### src/rtl/mbx_pkg.sv
package mbx_pkg;
   localparam int unsigned TRIG_OFS = 32'h80;
   localparam int unsigned ENA_OFS  = 32'hBC;
   localparam int unsigned ENB_OFS  = 32'hC0;
   localparam int unsigned CLR_OFS  = 32'hC4;
   localparam int unsigned STAT_OFS = 32'hC8;

   localparam int unsigned STAT_W  = 2;
   localparam int unsigned DB_BIT  = 0;
   localparam int unsigned ACK_BIT = 1;

   typedef enum logic [2:0] {
      RK_ZERO,
      RK_MSG,
      RK_ENA,
      RK_ENB,
      RK_STAT
   } rd_kind_e;
endpackage

### src/rtl/mbx_port_dec.sv
module mbx_port_dec #(
   parameter int ADDR_W    = 8,
   parameter int MSG_WORDS = 32,
   parameter int IDX_W     = $clog2(MSG_WORDS)
) (
   input  logic                 en,
   input  logic                 we,
   input  logic [ADDR_W-1:0]    addr,
   output logic                 msg_we,
   output logic                 trig_we,
   output logic                 clr_we,
   output logic                 ena_we,
   output logic                 enb_we,
   output logic                 rd_req,
   output mbx_pkg::rd_kind_e    rd_kind,
   output logic [IDX_W-1:0]     word_idx
);
   import mbx_pkg::*;

   localparam logic [ADDR_W-1:0] MSG_END = ADDR_W'(MSG_WORDS * 4);

   logic [ADDR_W-1:0] addr_w;
   logic              hit_msg, hit_trig, hit_clr, hit_ena, hit_enb, hit_stat;

   assign addr_w   = {addr[ADDR_W-1:2], 2'b00};
   assign word_idx = addr[IDX_W+1:2];

   assign hit_msg  = addr_w < MSG_END;
   assign hit_trig = addr_w == ADDR_W'(TRIG_OFS);
   assign hit_clr  = addr_w == ADDR_W'(CLR_OFS);
   assign hit_ena  = addr_w == ADDR_W'(ENA_OFS);
   assign hit_enb  = addr_w == ADDR_W'(ENB_OFS);
   assign hit_stat = addr_w == ADDR_W'(STAT_OFS);

   assign msg_we  = en & we & hit_msg;
   assign trig_we = en & we & hit_trig;
   assign clr_we  = en & we & hit_clr;
   assign ena_we  = en & we & hit_ena;
   assign enb_we  = en & we & hit_enb;
   assign rd_req  = en & ~we;

   always_comb begin
      rd_kind = RK_ZERO;
      if (hit_msg)       rd_kind = RK_MSG;
      else if (hit_ena)  rd_kind = RK_ENA;
      else if (hit_enb)  rd_kind = RK_ENB;
      else if (hit_stat) rd_kind = RK_STAT;
   end
endmodule

### src/rtl/mbx_msg_bank.sv
module mbx_msg_bank #(
   parameter int DATA_W    = 32,
   parameter int MSG_WORDS = 32,
   parameter int IDX_W     = $clog2(MSG_WORDS)
) (
   input  logic              clk,
   input  logic              rst_n,
   input  logic              a_we,
   input  logic [IDX_W-1:0]  a_idx,
   input  logic [DATA_W-1:0] a_wdata,
   input  logic              b_we,
   input  logic [IDX_W-1:0]  b_idx,
   input  logic [DATA_W-1:0] b_wdata,
   input  logic [IDX_W-1:0]  a_ridx,
   input  logic [IDX_W-1:0]  b_ridx,
   output logic [DATA_W-1:0] a_rword,
   output logic [DATA_W-1:0] b_rword
);
   logic [DATA_W-1:0] words [MSG_WORDS];

   for (genvar w = 0; w < MSG_WORDS; w++) begin : g_word
      logic [DATA_W-1:0] q;
      always_ff @(posedge clk or negedge rst_n) begin
         if (!rst_n)
            q <= '0;
         else if (a_we && a_idx == IDX_W'(w))
            q <= a_wdata;
         else if (b_we && b_idx == IDX_W'(w))
            q <= b_wdata;
      end
      assign words[w] = q;
   end

   assign a_rword = words[a_ridx];
   assign b_rword = words[b_ridx];

   AST_MSG_PORT_A_WINS: assert property (@(posedge clk) disable iff (!rst_n)
      (a_we && b_we && a_idx == b_idx) |=> words[$past(a_idx)] == $past(a_wdata));

   AST_MSG_WRITE_LANDS: assert property (@(posedge clk) disable iff (!rst_n)
      (b_we && !a_we) |=> words[$past(b_idx)] == $past(b_wdata));
endmodule

### src/rtl/mbx_irq_ctrl.sv
module mbx_irq_ctrl #(
   parameter int DATA_W = 32
) (
   input  logic                        clk,
   input  logic                        rst_n,
   input  logic                        a_trig,
   input  logic                        a_clr,
   input  logic                        a_ena,
   input  logic                        a_enb,
   input  logic [DATA_W-1:0]           a_wdata,
   input  logic                        b_trig,
   input  logic                        b_clr,
   input  logic                        b_ena,
   input  logic                        b_enb,
   input  logic [DATA_W-1:0]           b_wdata,
   output logic [mbx_pkg::STAT_W-1:0]  status,
   output logic [mbx_pkg::STAT_W-1:0]  en_a,
   output logic [mbx_pkg::STAT_W-1:0]  en_b,
   output logic                        irq_a,
   output logic                        irq_b
);
   import mbx_pkg::*;

   logic [STAT_W-1:0] set_v, clr_v;

   assign set_v = (a_trig ? a_wdata[STAT_W-1:0] : '0) | (b_trig ? b_wdata[STAT_W-1:0] : '0);
   assign clr_v = (a_clr  ? a_wdata[STAT_W-1:0] : '0) | (b_clr  ? b_wdata[STAT_W-1:0] : '0);

   for (genvar i = 0; i < STAT_W; i++) begin : g_stat
      always_ff @(posedge clk or negedge rst_n) begin
         if (!rst_n)        status[i] <= 1'b0;
         else if (set_v[i]) status[i] <= 1'b1;
         else if (clr_v[i]) status[i] <= 1'b0;
      end

      AST_SET_BEATS_CLEAR: assert property (@(posedge clk) disable iff (!rst_n)
         (a_trig && a_wdata[i] && b_clr && b_wdata[i]) |=> status[i]);

      AST_CLEAR_TAKES: assert property (@(posedge clk) disable iff (!rst_n)
         (b_clr && b_wdata[i] && !a_trig && !b_trig) |=> !status[i]);
   end

   always_ff @(posedge clk or negedge rst_n) begin
      if (!rst_n) begin
         en_a <= '0;
         en_b <= '0;
      end else begin
         if (a_ena)      en_a <= a_wdata[STAT_W-1:0];
         else if (b_ena) en_a <= b_wdata[STAT_W-1:0];
         if (a_enb)      en_b <= a_wdata[STAT_W-1:0];
         else if (b_enb) en_b <= b_wdata[STAT_W-1:0];
      end
   end

   assign irq_a = |(status & en_a);
   assign irq_b = |(status & en_b);

   AST_STATUS_HOLDS: assert property (@(posedge clk) disable iff (!rst_n)
      (!a_trig && !b_trig && !a_clr && !b_clr) |=> $stable(status));

   AST_ENA_LOADS: assert property (@(posedge clk) disable iff (!rst_n)
      a_ena |=> en_a == $past(a_wdata[STAT_W-1:0]));

   AST_IRQ_A_MASKED: assert property (@(posedge clk) disable iff (!rst_n)
      (en_a == '0) |-> !irq_a);

   AST_IRQ_B_MASKED: assert property (@(posedge clk) disable iff (!rst_n)
      (en_b == '0) |-> !irq_b);
endmodule

### src/rtl/mbx_doorbell_mailbox.sv
module mbx_doorbell_mailbox #(
   parameter int DATA_W    = 32,
   parameter int ADDR_W    = 8,
   parameter int MSG_WORDS = 32
) (
   input  logic              clk,
   input  logic              rst_n,
   input  logic              a_en,
   input  logic              a_we,
   input  logic [ADDR_W-1:0] a_addr,
   input  logic [DATA_W-1:0] a_wdata,
   output logic [DATA_W-1:0] a_rdata,
   output logic              a_rvalid,
   input  logic              b_en,
   input  logic              b_we,
   input  logic [ADDR_W-1:0] b_addr,
   input  logic [DATA_W-1:0] b_wdata,
   output logic [DATA_W-1:0] b_rdata,
   output logic              b_rvalid,
   output logic              irq_a,
   output logic              irq_b
);
   import mbx_pkg::*;

   localparam int IDX_W = $clog2(MSG_WORDS);

   if (MSG_WORDS * 4 > int'(TRIG_OFS)) begin : g_bad_depth
      $error("message bank overlaps the trigger register");
   end
   if (DATA_W < int'(STAT_W)) begin : g_bad_width
      $error("data width too narrow for status bits");
   end
   if (ADDR_W < IDX_W + 2 || (1 << ADDR_W) <= int'(STAT_OFS)) begin : g_bad_addr
      $error("address width cannot reach the register map");
   end

   logic              a_msg_we, a_trig, a_clr, a_ena, a_enb, a_rd;
   logic              b_msg_we, b_trig, b_clr, b_ena, b_enb, b_rd;
   rd_kind_e          a_kind, b_kind;
   logic [IDX_W-1:0]  a_idx, b_idx;
   logic [DATA_W-1:0] a_word, b_word;
   logic [STAT_W-1:0] status, en_a, en_b;

   mbx_port_dec #(.ADDR_W(ADDR_W), .MSG_WORDS(MSG_WORDS), .IDX_W(IDX_W)) u_dec_a (
      .en(a_en), .we(a_we), .addr(a_addr),
      .msg_we(a_msg_we), .trig_we(a_trig), .clr_we(a_clr),
      .ena_we(a_ena), .enb_we(a_enb), .rd_req(a_rd),
      .rd_kind(a_kind), .word_idx(a_idx)
   );

   mbx_port_dec #(.ADDR_W(ADDR_W), .MSG_WORDS(MSG_WORDS), .IDX_W(IDX_W)) u_dec_b (
      .en(b_en), .we(b_we), .addr(b_addr),
      .msg_we(b_msg_we), .trig_we(b_trig), .clr_we(b_clr),
      .ena_we(b_ena), .enb_we(b_enb), .rd_req(b_rd),
      .rd_kind(b_kind), .word_idx(b_idx)
   );

   mbx_msg_bank #(.DATA_W(DATA_W), .MSG_WORDS(MSG_WORDS), .IDX_W(IDX_W)) u_bank (
      .clk(clk), .rst_n(rst_n),
      .a_we(a_msg_we), .a_idx(a_idx), .a_wdata(a_wdata),
      .b_we(b_msg_we), .b_idx(b_idx), .b_wdata(b_wdata),
      .a_ridx(a_idx), .b_ridx(b_idx),
      .a_rword(a_word), .b_rword(b_word)
   );

   mbx_irq_ctrl #(.DATA_W(DATA_W)) u_irq (
      .clk(clk), .rst_n(rst_n),
      .a_trig(a_trig), .a_clr(a_clr), .a_ena(a_ena), .a_enb(a_enb), .a_wdata(a_wdata),
      .b_trig(b_trig), .b_clr(b_clr), .b_ena(b_ena), .b_enb(b_enb), .b_wdata(b_wdata),
      .status(status), .en_a(en_a), .en_b(en_b),
      .irq_a(irq_a), .irq_b(irq_b)
   );

   function automatic logic [DATA_W-1:0] pick(input rd_kind_e k, input logic [DATA_W-1:0] w,
                                              input logic [STAT_W-1:0] ea, input logic [STAT_W-1:0] eb,
                                              input logic [STAT_W-1:0] st);
      case (k)
         RK_MSG:  return w;
         RK_ENA:  return DATA_W'(ea);
         RK_ENB:  return DATA_W'(eb);
         RK_STAT: return DATA_W'(st);
         default: return '0;
      endcase
   endfunction

   always_ff @(posedge clk or negedge rst_n) begin
      if (!rst_n) begin
         a_rdata  <= '0;
         b_rdata  <= '0;
         a_rvalid <= 1'b0;
         b_rvalid <= 1'b0;
      end else begin
         a_rvalid <= a_rd;
         b_rvalid <= b_rd;
         if (a_rd) a_rdata <= pick(a_kind, a_word, en_a, en_b, status);
         if (b_rd) b_rdata <= pick(b_kind, b_word, en_a, en_b, status);
      end
   end

   AST_TRIG_READS_ZERO: assert property (@(posedge clk) disable iff (!rst_n)
      (a_en && !a_we && {a_addr[ADDR_W-1:2], 2'b00} == ADDR_W'(TRIG_OFS)) |=> a_rdata == '0);

   AST_RVALID_FOLLOWS: assert property (@(posedge clk) disable iff (!rst_n)
      (b_en && !b_we) |=> b_rvalid);

   AST_NO_SPURIOUS_RVALID: assert property (@(posedge clk) disable iff (!rst_n)
      !(a_en && !a_we) |=> !a_rvalid);
endmodule

### config.mk
export PLATFORM = sky130hd
export DESIGN_NAME = mbx_doorbell_mailbox
export DESIGN_NICKNAME = d
export VERILOG_FILES = /design/src/rtl/mbx_pkg.sv /design/src/rtl/mbx_port_dec.sv /design/src/rtl/mbx_msg_bank.sv /design/src/rtl/mbx_irq_ctrl.sv /design/src/rtl/mbx_doorbell_mailbox.sv
export SDC_FILE = /design/constraint.sdc
export NUM_CORES = 2
export LEC_CHECK = 0
export ABC_CLOCK_PERIOD_IN_PS = 4800
export BUFFER_PORTS_ARGS = -buffer_cell sky130_fd_sc_hd__buf_2
export CAP_MARGIN = 20
export CORE_MARGIN = 3
export CORE_UTILIZATION = 45
export CTS_CLUSTER_DIAMETER = 150
export DETAILED_ROUTE_END_ITERATION = 10
export PLACE_DENSITY_LB_ADDON = 0.05
export SYNTH_ARGS = -nofsm -noshare
export SYNTH_HDL_FRONTEND = slang
export SYNTH_SLANG_ARGS = --single-unit
export TNS_END_PERCENT = 10
### constraint.sdc
create_clock -name clk -period 4.8 [get_ports clk]
set_input_delay 0.96 -clock clk [delete_from_list [all_inputs] [get_ports clk]]
set_output_delay 0.96 -clock clk [all_outputs]
set_load 0.005 [all_outputs]
==> flow_metrics.tcl <==
set metrics [dict create \
    status "finished, final reports clean" \
    dr.pass1.iters 6 \
    ctsRootBufferMaster "clkbuf_16" \
    drv_slew 0 \
    pwr_density_cell_nw_per_um2 369 \
    crit_family "buffers and inverters" \
    die_area_um2 155000 \
    route.met2.wl_um 128000 \
    cp-start-kind "input port" \
    ys_top_cells_by_count "mux2i_1 (1890), dfrtp_1 (1096), nand2_1 (708), a21oi_1 (483), clkbuf_1 (458)" \
    gp_congestion 0.855 \
    dr.max_layer_used "met5" \
    grt_first_pass_wirelength_um 415000 \
    path_class "input port to flop" \
    start_util_pct 45.6 \
    slew_headroom_pct 23.1 \
    viasPerCell 6.49 \
    synth_ff_type "dfrtp_1" \
    ir_drop_v 0.000358 \
    internal_power_uw 19200 \
    fin_crit_sh_pct 64.9 \
    max-clock-path-buffers 3 \
    synth_cells 6855 \
    drc 0 \
    synth_area_leaders "dfrtp_1 (41%), mux2i_1 (28%), nand2_1 (3.9%)" \
    comb_power_share_pct 18.7 \
    die_h_um 394 \
    sw_frac_of_total_pct 30.5 \
    tightest_slew_ns 1.15 \
    hold_path_class "input port to async pin" \
    crit_top_cell "buf_4" \
    rsz0062_at_grt "false" \
    coreArea_um2 149000 \
    fin_crit_ns 3.11 \
    antenna_found_initial 22 \
    critical_path_required_ns 5.50 \
    p_total_uw 27700 \
    clock_power_share_pct 37.9 \
    grt_max_degree 147 \
    finClkSkew_ns 0.0228 \
    cts_hold_buf 0 \
    max_freq_mhz 321 \
    power_frac_seq_pct 43.4 \
    synth_area_leader_cell "dfrtp_1" \
    tns_ns 0 \
    drive_above_1_share_pct 11.2 \
    p_leak_uw 0.0343 \
    met3WireLength_um 26200 \
    rows 141 \
    io_pins 154 \
    syn_to_final_growth_pct 10.6 \
    cts_resized 0 \
    ys_types 63 \
    htreeDepth 4 \
    path_clk_slew_ns 0.06 \
    p_switching_uw 8430 \
    critPathCaptureType "flop" \
    synth-seq-cells 1096 \
    maxCapViolCount 0 \
    cp_slowest_stage_delay_ns 0.81 \
    wl_per_cell_um 33.6 \
    nets 6685 \
    path_buf_inv 3 \
    cts_tree "done" \
    routed_wl_um 293000 \
    finalSetupViolations 0 \
    place_area_um2 70400 \
    fin_cells 8712 \
    mappedNetlistNets 6941 \
    grtUsageTotal_pct 36.7 \
    dp_hpwl_um 168000 \
    netlist_area_um2 67700 \
    synth_top_area_share_pct 40.5 \
    async_reset_ff_share_pct 100 \
    synth-edff-count 0 \
    dr_total_vias 56500 \
    synth_seq_area_share_pct 40.5 \
    slowest_stage "a2bb2oi_4" \
    hold_violations 0 \
    drt_iter0_drc 6374 \
    route.antenna.remaining_nets 0 \
    cts_buffers 137 \
    wl_met1_um 126000 \
    grt_pass1_vias 54000 \
    die_w_um 394 \
    placed_cells 8462 \
    crit_chain "buf_4, nor2_2, and3_1, a2bb2oi_4, buf_4, a222oi_1, inv_1" \
    clk_latency_ns 0.78 \
    clock-sinks 1096 \
    final_area_um2 74900 \
    yosysWarnings 0 \
    fillers 13800 \
    placement.io_buffers 149 \
    cp.arrival_ns 3.81 \
    grt-ovfl-total 0 \
    path_max_fanout 26 \
    synth_area_per_cell_um2 9.88 \
    yosys.cell_count.top_type "mux2i_1" \
    post_cts_buffers 0 \
]
[cell usage in the layout, fill, tap and decap left out, types with 36 or more instances in the layout]
cell type,count
nor2_4,37
o22ai_1,59
mux4_2,78
o21ai_1,235
nor2_1,399
buf_4,146
nand2_1,692
buf_2,144
mux2i_1,1890
o21ai_0,379
a221oi_1,115
clkbuf_1,41
a22oi_1,183
dfrtp_1,1096
buf_12,77
a21oi_1,483
clkbuf_16,143
inv_1,36
a22o_1,153
[path summary, 6_finish.rpt]
| kind | from | endpoint | slack, ns | cells after the start |
|---|---|---|---|---|
| worst max register to register | u_bank.g_word[22].q[19] | a_rdata[19] | 2.73 | 5 |
| worst min-delay path | rst_n | u_bank.g_word[2].q[22] | 0.19 | 1 |
| worst max-delay path | a_addr[5] | u_bank.g_word[3].q[26] | 1.69 | 7 |
| max in group asynchronous | rst_n | u_bank.g_word[9].q[0] | 3.20 | 2 |
| min in group clk | b_rdata[25] | b_rdata[25] | 0.50 | 2 |
| worst min register to register | b_rdata[25] | b_rdata[25] | 0.50 | 2 |
[sequential cells by signal, indices dropped and copies added, names as in the netlist]
| signal | cells |
|---|---|
| u_bank.g_word.q | 1024 |
| a_rdata | 32 |
| b_rdata | 32 |
| u_irq.en_a | 2 |
| u_irq.en_b | 2 |
| u_irq.status | 2 |
| a_rvalid | 1 |
| b_rvalid | 1 |
[per-stage QoR]
stage	utilization (%)	hold WS, ns	setup WS (ns)
6_report	50.4	0.191	1.69
5_1_grt	50.4	0.193	1.64
4_1_cts	50.4	0.178	1.84
3_5_place_dp	47.4	0.490	1.01
3_3_place_gp	47.4	0.474	1.02
2_1_floorplan	-	0.466	2.23
[power by group through the flow]
stage          combinational, uW  clock (uW)  sequential (uW)
2_1_floorplan               3680           0            11700
3_3_place_gp                5030           0            12000
3_5_place_dp                5140           0            12100
4_1_cts                     5130       10600            11900
5_1_grt                     5670       11000            12200
6_report                    5180       10500            12000
[area by class of cell]
class / instances / area, um2 / share of cell area (%)
Multi-Input combinational cell: 4957 / 37000 / 49.3
Tap cell: 2002 / 2500 / 3.34
Inverter: 37 / 139 / 0.185
Sequential cell: 1096 / 27400 / 36.6
Antenna cell: 6 / 15.0 / 0.0200
Clock inverter: 32 / 335 / 0.448
Clock buffer: 212 / 4120 / 5.50
Timing Repair Buffer: 370 / 3400 / 4.54
[kinds of logic after synthesis]
kind of cell    synth area share [%]
compound gates                  15.4
buf+inv                         5.59
mux                             30.6
simple gates                    7.86
flops                           40.5
[per-layer routing]
layer	track usage (%)	vias up
met5	0	-
met4	14.3	12
met3	8.29	612
met2	55.0	2888
met1	51.7	28600
li1	-	24400
(Power assumes the default switching activity.)
